**src/rtl/mbox_cmd_seq.sv**
```systemverilog
module mbox_cmd_seq #(
  parameter int          CLK_MHZ  = 100,
  parameter int          AW       = 32,
  parameter logic [31:0] BASE     = 32'h0001_6000,
  parameter logic [31:0] OFS_RSP  = 32'h29B,
  parameter logic [31:0] OFS_ARG  = 32'h293,
  parameter logic [31:0] OFS_MSG  = 32'h283,
  parameter logic [7:0]  MSG_DISP = 8'h04,
  parameter int          LOOP_DIV = 7
) (
  input  logic          clk,
  input  logic          rst_n,
  input  logic          start,
  input  logic          in_khz,
  input  logic [7:0]    msg_id,
  input  logic [31:0]   param,
  input  logic [15:0]   poll_us,
  input  logic [15:0]   retry_lim,
  input  logic [31:0]   bypass_mhz,
  output logic          busy,
  output logic          done,
  output logic          timeout,
  output logic [31:0]   status,
  output logic [31:0]   granted,
  output logic [31:0]   granted_khz,
  output logic [31:0]   loop_cnt,
  output logic          loop_upd,
  output logic          bus_req,
  output logic          bus_we,
  output logic [AW-1:0] bus_addr,
  output logic [31:0]   bus_wdata,
  input  logic          bus_ack,
  input  logic [31:0]   bus_rdata
);
  localparam logic [31:0] A_RSP = BASE + OFS_RSP;
  localparam logic [31:0] A_ARG = BASE + OFS_ARG;
  localparam logic [31:0] A_MSG = BASE + OFS_MSG;

  typedef enum logic [2:0] {S_IDLE, S_WRSP, S_WARG, S_WMSG, S_RRSP, S_WAIT, S_RARG} st_t;
  st_t st;

  logic [7:0]  msg_q;
  logic [31:0] arg_q, tmr;
  logic [15:0] rcnt;

  logic [32:0] khz_up;
  logic [31:0] mhz_conv, ivl;
  assign khz_up   = {1'b0, param} + 33'd999;
  assign mhz_conv = 32'(khz_up / 33'd1000);
  assign ivl      = 32'(poll_us) * 32'(CLK_MHZ);

  assign busy        = (st != S_IDLE);
  assign granted_khz = granted * 32'd1000;
  assign bus_req     = (st == S_WRSP) || (st == S_WARG) || (st == S_WMSG) ||
                       (st == S_RRSP) || (st == S_RARG);
  assign bus_we      = (st == S_WRSP) || (st == S_WARG) || (st == S_WMSG);

  always_comb begin
    bus_addr  = AW'(A_RSP);
    bus_wdata = 32'd0;
    case (st)
      S_WARG: begin bus_addr = AW'(A_ARG); bus_wdata = arg_q; end
      S_WMSG: begin bus_addr = AW'(A_MSG); bus_wdata = {24'd0, msg_q}; end
      S_RARG: bus_addr = AW'(A_ARG);
      default: ;
    endcase
  end

  always_ff @(posedge clk) begin
    if (!rst_n) begin
      st       <= S_IDLE;
      msg_q    <= '0;
      arg_q    <= '0;
      tmr      <= '0;
      rcnt     <= '0;
      done     <= 1'b0;
      timeout  <= 1'b0;
      status   <= '0;
      granted  <= '0;
      loop_cnt <= '0;
      loop_upd <= 1'b0;
    end else begin
      done     <= 1'b0;
      loop_upd <= 1'b0;
      case (st)
        S_IDLE: if (start) begin
          msg_q   <= msg_id;
          arg_q   <= in_khz ? mhz_conv : param;
          timeout <= 1'b0;
          rcnt    <= '0;
          st      <= S_WRSP;
        end
        S_WRSP: if (bus_ack) st <= S_WARG;
        S_WARG: if (bus_ack) st <= S_WMSG;
        S_WMSG: if (bus_ack) st <= S_RRSP;
        S_RRSP: if (bus_ack) begin
          status <= bus_rdata;
          if (bus_rdata != 32'd0) st <= S_RARG;
          else if (rcnt == retry_lim) begin
            timeout <= 1'b1;
            st      <= S_RARG;
          end else begin
            rcnt <= rcnt + 16'd1;
            tmr  <= '0;
            st   <= S_WAIT;
          end
        end
        S_WAIT: begin
          if (tmr + 32'd1 >= ivl) st <= S_RRSP;
          else tmr <= tmr + 32'd1;
        end
        S_RARG: if (bus_ack) begin
          granted <= bus_rdata;
          done    <= 1'b1;
          st      <= S_IDLE;
          if (msg_q == MSG_DISP && !timeout && bus_rdata != bypass_mhz) begin
            loop_cnt <= bus_rdata / 32'(LOOP_DIV);
            loop_upd <= 1'b1;
          end
        end
        default: st <= S_IDLE;
      endcase
    end
  end
endmodule

```
**config.mk**
```make
export PLATFORM = sky130hd
export DESIGN_NAME = mbox_cmd_seq
export DESIGN_NICKNAME = d
export VERILOG_FILES = /design/src/rtl/mbox_cmd_seq.sv
export SDC_FILE = /design/constraint.sdc
export NUM_CORES = 1
export LEC_CHECK = 0
export ABC_AREA = 0
export CAP_MARGIN = 10
export CORE_MARGIN = 5
export CORE_UTILIZATION = 25
export CTS_CLUSTER_DIAMETER = 50
export DETAILED_ROUTE_END_ITERATION = 6
export SETUP_SLACK_MARGIN = 0.05
export SYNTH_ARGS = -nofsm -noshare
export SYNTH_HDL_FRONTEND = slang
export SYNTH_SLANG_ARGS = --single-unit
```
**constraint.sdc**
```tcl
create_clock -name clk -period 21.6 [get_ports clk]
set_clock_uncertainty 0.2 [all_clocks]
set_input_delay 4.32 -clock clk [delete_from_list [all_inputs] [get_ports clk]]
set_output_delay 4.32 -clock clk [all_outputs]
set_load 0.02 [all_outputs]
```
==> key figures, run 1 <==
Synth
  – Cell Area, Synth: approximately 24000 um2
  – Synth cell types: approximately 140
  – Ys async rst share: 0%
  – FF+latch count, synth: 188
  – Post-Syn Instances: 3147
  – Yosys warns: 0
  – Post-synthesis sequential area ratio: approximately 16%
  – Average size of a mapped cell: 7.70 um2
  – Ys flop type: dfxtp_1
  – Post-synth EDFFs: 0

Die
  – I/O pin count: approximately 340
  – DIE AREA: between 100000 and 150000 um2
  – Core area: between 90000 and 100000 um2
  – Row count: roughly 110
  – Die Ht: around 320 um
  – Die width: about 320 um
  – Initial Util: around 25%

Cells and area
  – Layout cells sized above 1: between 10% and 20%
  – Area Overhead vs Synth: 24.4%
  – Final instance area: approximately 30000 um2
  – Area occupied by multi-input gates: 19100 um2
  – Fillers: 10400
  – Reg area: ~3800 um2
  – Final net count: between 3000 and 4000
  – Fin cells: ~4800

GRT
  – First-pass GRT wire length: around 130000 um
  – Vias in the first global route: about 24000
  – Grt ovf: 0
  – Initial antenna violation count: 5
  – Tot GR Track Use: about 15%
  – Pin count of the biggest net entering global routing: between 70 and 80

Timing
  – Slew HR: 31.2%
  – Fin worst setup slack: 0.869 ns
  – # setup viols final: 0
  – RSZ-0062 raised after global routing: true
  – Period Utilization, post-route: roughly 96%
  – Worst-margin pin slew: between 1 and 1.5 ns
  – Max-slew violations: 0
  – FMAX: roughly 48 MHz
  – Crit path time final: 20.73 ns
  – Final hold violations: 0
  – Hold_ws: roughly 0.25 ns

Clock tree
  – Max clock buf depth: 2
  – CTS Buf Count: 17
  – Root Driver: clkbuf_16
  – CTS tree: done
  – Clock Latency Late Sink: 0.50 ns
  – H-tree Lvls: 4
  – Reg clk slew, reported paths: around 0.090 ns
  – Num Clock Sinks: ~190

Critical path
  – Crit Path Category: input pin to register
  – FF-to-FF path depth: 34
  – Critical Path RT: roughly 22 ns
  – Worst path slowest cell: clkdlybuf4s50_1
  – Crit-path max cell delay: approximately 0.67 ns
  – Critical path capture point type: register
  – CP Launch Type: input pin
  – Crit-path max FO: 10
  – Crit path arrival time: 20.95 ns

Placement
  – Area after DPL: between 20000 and 30000 um2
  – GPL Wtd Cong: around 0.9
  – Port bufs: roughly 300
  – Pre-CTS setup slack: about 0.32 ns
  – DP Wirelength: between 60000 and 70000 um
  – DP Cell Count: around 4800

Worst hold path
  – HP Class: register to register
  – Hold Path Depth: 2

Drt
  – Routed vias/inst: 5.08
  – Drt initial violations: 1567
  – Drt first pass iters: 5
  – # DRC: 0
  – Post-route antenna net violation count: 0
  – WL/cell: around 17 um
  – Routed WL: 83000 um
  – DR vias: about 24000

Run status
  – Outcome: finished clean

Flow run
  – MaxCap Viol Count: 0
timing repair:
item,CTS,global route
endpoints found under the setup margin,0,4
resized for setup,0,28
hold buffers,0,0
setup buffers,0,6
cell type report:
| type | count | area share (%) |
|---|---|---|
| multi-input cells | 2652 | 63.5 |
| clock buffers | 17 | 1.41 |
| diodes | 3 | 0.0249 |
| flip-flops and latches | 188 | 12.5 |
| clock inverters | 15 | 0.606 |
| inverters | 148 | 1.86 |
| repair buffers | 495 | 14.9 |
| well taps | 1276 | 5.30 |
metal layers:
layer / global-route usage (%) / share of wire [%] / wire length [um] / up-vias
met3: 3.48 / 6.9 / 5760 / 65
li1: - / - / - / 12000
met2: 26.5 / 47 / 38800 / 702
met4: 3.41 / 1.6 / 1290 / 0
met5: 0 / 0 / 0 / -
met1: 20.0 / 45 / 37100 / 11600
cell usage after synthesis (19+ instances only):
library cell | number | area, um2
o31ai_1 | 19 | 143
a211oi_1 | 53 | 398
a21o_1 | 28 | 210
clkbuf_1 | 107 | 402
nand2b_1 | 33 | 206
nand2_1 | 350 | 1310
o211ai_1 | 33 | 248
inv_1 | 146 | 548
dfxtp_1 | 188 | 3760
a31oi_1 | 33 | 206
buf_4 | 53 | 398
o21bai_1 | 26 | 195
nor3_1 | 86 | 430
nand3_1 | 105 | 526
fa_1 | 102 | 2040
nor4_1 | 25 | 156
o21ai_0 | 108 | 541
xnor2_1 | 162 | 1420
nand4_1 | 42 | 263
and3_1 | 46 | 288
ha_1 | 134 | 1680
mux2i_1 | 56 | 561
nor2_1 | 258 | 968
o21ai_1 | 20 | 100
or3_1 | 26 | 163
and2_1 | 67 | 419
a21oi_1 | 294 | 1470
xor2_1 | 76 | 666
path summary, 6_finish.rpt:
| path | startpoint | to | slack [ns] |
|---|---|---|---|
| worst max-delay path | param[19] | arg_q[0] | 0.87 |
| worst min-delay path | arg_q[23] | arg_q[23] | 0.25 |
| worst max register to register | tmr[0] | tmr[29] | 15.70 |
| worst min register to register | arg_q[23] | arg_q[23] | 0.25 |
sequential cells by signal (all words and copies together) (netlist names):
name / count
rcnt: 16
loop_upd: 1
arg_q: 32
status: 32
msg_q: 8
done: 1
tmr: 32
granted: 32
loop_cnt: 30
st: 3
timeout: 1
stage by stage:
step	util, %	TNS, ns
after floorplan	-	0
after global routing	31.3	-0.0108
after detailed placement	30.4	0
after global placement	30.4	0
final	31.3	0
after CTS	31.1	0
worst max-delay path: cells and delay by family:
family,cells,cell delay (ns)
buffers and inverters,5,1.42
and+or+nand+nor,20,6.81
muxes,4,0.99
AOI/OAI and AO/OA,29,7.07
xor gates and xnor gates,2,0.29
layout by cell type (no fill, tap or decap), drive strengths merged, types with 12 or more instances in the layout:
cell | synthesis | layout
o211ai | 40 | 40
dfxtp | 188 | 188
nor2 | 261 | 261
nand4 | 44 | 44
nand2b | 33 | 33
xnor2 | 165 | 165
a211o | 13 | 13
ha | 134 | 134
inv | 147 | 152
mux2 | 16 | 16
nand3 | 108 | 108
o22ai | 12 | 12
nand3b | 14 | 14
o32ai | 13 | 13
nor4 | 28 | 28
o21a | 16 | 16
nor2b | 15 | 15
mux2i | 59 | 59
a21o | 30 | 30
nand2 | 356 | 356
nor3b | 18 | 18
a21oi | 297 | 297
a31oi | 40 | 40
or2 | 19 | 19
clkdlybuf4s50 | 0 | 299
o211a | 14 | 14
and3 | 46 | 46
and2 | 72 | 72
xor2 | 77 | 77
clkbuf | 111 | 17
fa | 102 | 102
conb | 2 | 35
a211oi | 59 | 59
buf | 81 | 193
o21bai | 26 | 26
a311oi | 14 | 14
nor3 | 93 | 93
o31ai | 22 | 22
o21ai | 132 | 132
or3 | 26 | 26
kinds of logic after synthesis:
family	after synthesis	share of synthesized area (%)
xor+xnor	242	8.87
buf+inv	340	6.67
flops	188	15.5
mux	75	3.24
fa+ha+maj	247	15.8
compound gates	880	25.7
simple gates	1173	24.1
other cells	2	0.0310
Power of run 1 is left out: the tool's default activity adds up to more than one toggle a clock period on the data nets, which glitch-free logic cannot reach.
==> inputs of run 2 (changes only) <==
==> constraint.sdc (replaced) <==
create_clock -name clk -period 21.6 [get_ports clk]
set_clock_uncertainty 0.2 [all_clocks]
set_input_delay 2.16 -clock clk [delete_from_list [all_inputs] [get_ports clk]]
set_output_delay 2.16 -clock clk [all_outputs]
set_load 0.02 [all_outputs]
==> key figures, run 2 (synthesized netlist as in run 1, its figures left out) <==
Cells and area
  – Most common cell after layout, fill and taps aside: nand2_1 (unchanged)
  – Most frequent cells in the layout: 350 x nand2_1, 302 x clkdlybuf4s50_1, 292 x a21oi_1, 257 x nor2_1, 188 x dfxtp_1 (was 350 x nand2_1, 299 x clkdlybuf4s50_1, 291 x a21oi_1, 257 x nor2_1, 192 x buf_4)
  – Fillers: 10500 (was 10400)
  – Area Overhead vs Synth: 18.8% (was 24.4%)
  – Final instance area: 28800 um2 (was 30100 um2)
  – Layout cells sized above 1: 6.39% (was 11.3%)
  – Final net count: 3713 (was 3879)
  – ANT cells: 0 (was 3)

Drt
  – DR vias: 23600 (was 24300)
  – Drt initial violations: 1318 (was 1567)
  – Drt first pass iters: 6 (was 5)
  – Post-route antenna net violation count: 0 (unchanged)
  – # DRC: 0 (unchanged)
  – Routed WL: 80500 um (was 83000 um)
  – Routed vias/inst: 5.11 (was 5.08)
  – WL/cell: 17.4 um (was 17.3 um)

Clock tree
  – CTS Buf Count: 17 (unchanged)
  – H-tree Lvls: 4 (unchanged)
  – Reg clk slew, reported paths: 0.08 ns (was 0.09 ns)
  – CTS tree: done (unchanged)
  – Max clock buf depth: 2 (unchanged)
  – Hold_buf cts: 0 (unchanged)
  – Num Clock Sinks: 188 (unchanged)
  – Root Driver: clkbuf_16 (unchanged)
  – Clock Latency Late Sink: 0.50 ns (about the same)

Run status
  – Outcome: finished clean (unchanged)

Timing
  – Crit path time final: 20.26 ns (was 20.73 ns)
  – Slew HR: 22.6% (was 31.2%)
  – Period Utilization, post-route: 93.8% (was 96.0%)
  – Setup_tns: 0 ns (unchanged)
  – Worst-margin pin slew: 1.15 ns (was 1.03 ns)
  – Final hold violations: 0 (unchanged)
  – Hold_ws: 0.249 ns (was 0.253 ns)
  – RSZ-0062 raised after global routing: false (was true)
  – Max-slew violations: 0 (unchanged)
  – FMAX: 49.3 MHz (was 48.2 MHz)
  – # setup viols final: 0 (unchanged)

Placement
  – GPL Wtd Cong: 0.888 (was 0.897)
  – DP Wirelength: 63000 um (was 65900 um)
  – Port bufs: 303 (unchanged)
  – Area after DPL: 28100 um2 (was 29300 um2)

Critical path
  – CP Launch Type: input pin (unchanged)
  – Crit-path max FO: 16 (was 10)
  – Critical Path RT: 21.82 ns (about the same)
  – Worst path slowest cell: o211ai_1 (was clkdlybuf4s50_1)
  – FF-to-FF path depth: 34 (unchanged)
  – Crit path arrival time: 20.49 ns (was 20.95 ns)
  – Critical path capture point type: register (unchanged)
  – Crit Path Category: input pin to register (unchanged)
  – Crit-path max cell delay: 0.82 ns (was 0.67 ns)

GRT
  – Tot GR Track Use: 15.0% (was 15.5%)
  – Initial antenna violation count: 5 (unchanged)
  – Grt ovf: 0 (unchanged)
  – Pin count of the biggest net entering global routing: 96 (was 74)
  – First-pass GRT wire length: 126000 um (was 130000 um)
  – Vias in the first global route: 22900 (was 23800)

Worst hold path
  – HP Class: register to register (unchanged)
  – Hold Path Depth: 2 (unchanged)

Die
  – Initial Util: 25.1% (unchanged)
  – Core area: 96400 um2 (unchanged)
  – Die width: 321 um (unchanged)
  – Die Ht: 321 um (unchanged)
  – Row count: 114 (unchanged)
  – DIE AREA: 103000 um2 (unchanged)
  – I/O pin count: 339 (unchanged)

Flow run
  – MaxCap Viol Count: 0 (unchanged)
run 2: changes by cell type in the layout (fill, tap and decap cells not counted), moves of 3 or more:
| cell | before | now |
|---|---|---|
| buf_4 | 192 | 26 |
| clkdlybuf4s50_1 | 299 | 302 |
| diode_2 | 3 | 0 |
| dlymetal6s2s_1 | 3 | 0 |
| mux2i_1 | 53 | 56 |
| mux2i_2 | 6 | 3 |
run 2: repair_timing:
item	CTS	global route
setup buffers	0	4
setup endpoints to repair	0	3
gates resized for setup	0	6
run 2: area by class of cell:
cell class / instances / area [um2] / area share [%]
clock buffer: 17 / 425 / 1.48
inverter: 148 / 561 / 1.95
sequential: 188 / 3760 / 13.1
multi-input combinational: 2652 / 19000 / 66.1
clock inverter: 15 / 180 / 0.626
tap: 1276 / 1600 / 5.55
timing repair buffer: 329 / 3220 / 11.2
run 2: per-stage QoR:
step	instances	setup WS (ns)	utilization, %
2_1_floorplan	3180	4.33	-
3_3_place_gp	4589	1.20	29.2
3_5_place_dp	4589	0.718	29.2
4_1_cts	4621	1.24	29.8
5_1_grt	4625	0.00757	29.9
6_report	4625	1.34	29.9
run 2: final timing paths:
| path | startpoint | to | slack, ns |
|---|---|---|---|
| hold / removal | arg_q[23] | arg_q[23] | 0.25 |
| setup reg to reg | tmr[0] | tmr[29] | 15.71 |
| hold reg to reg | arg_q[23] | arg_q[23] | 0.25 |
| setup / recovery | param[0] | arg_q[0] | 1.34 |
run 2: worst max-delay path, delay by kind of cell:
kind                       cells  cell delay [ns]
AOI/OAI and AO/OA             36            11.38
xor gates and xnor gates       3             0.93
adders and majority gates      1             0.20
buffers and inverters          3             0.89
muxes                          5             1.40
and+or+nand+nor               11             3.50
run 2: metal layers:
| metal | vias up | global-route usage, % | part of all wire, % |
|---|---|---|---|
| li1 | 11700 | - | - |
| met1 | 11300 | 19.3 | 45 |
| met2 | 659 | 25.6 | 47 |
| met3 | 64 | 3.65 | 6.8 |
| met4 | 6 | 3.06 | 1.4 |
| met5 | - | 0 | 0.058 |
Power of run 2 is left out for the same reason.
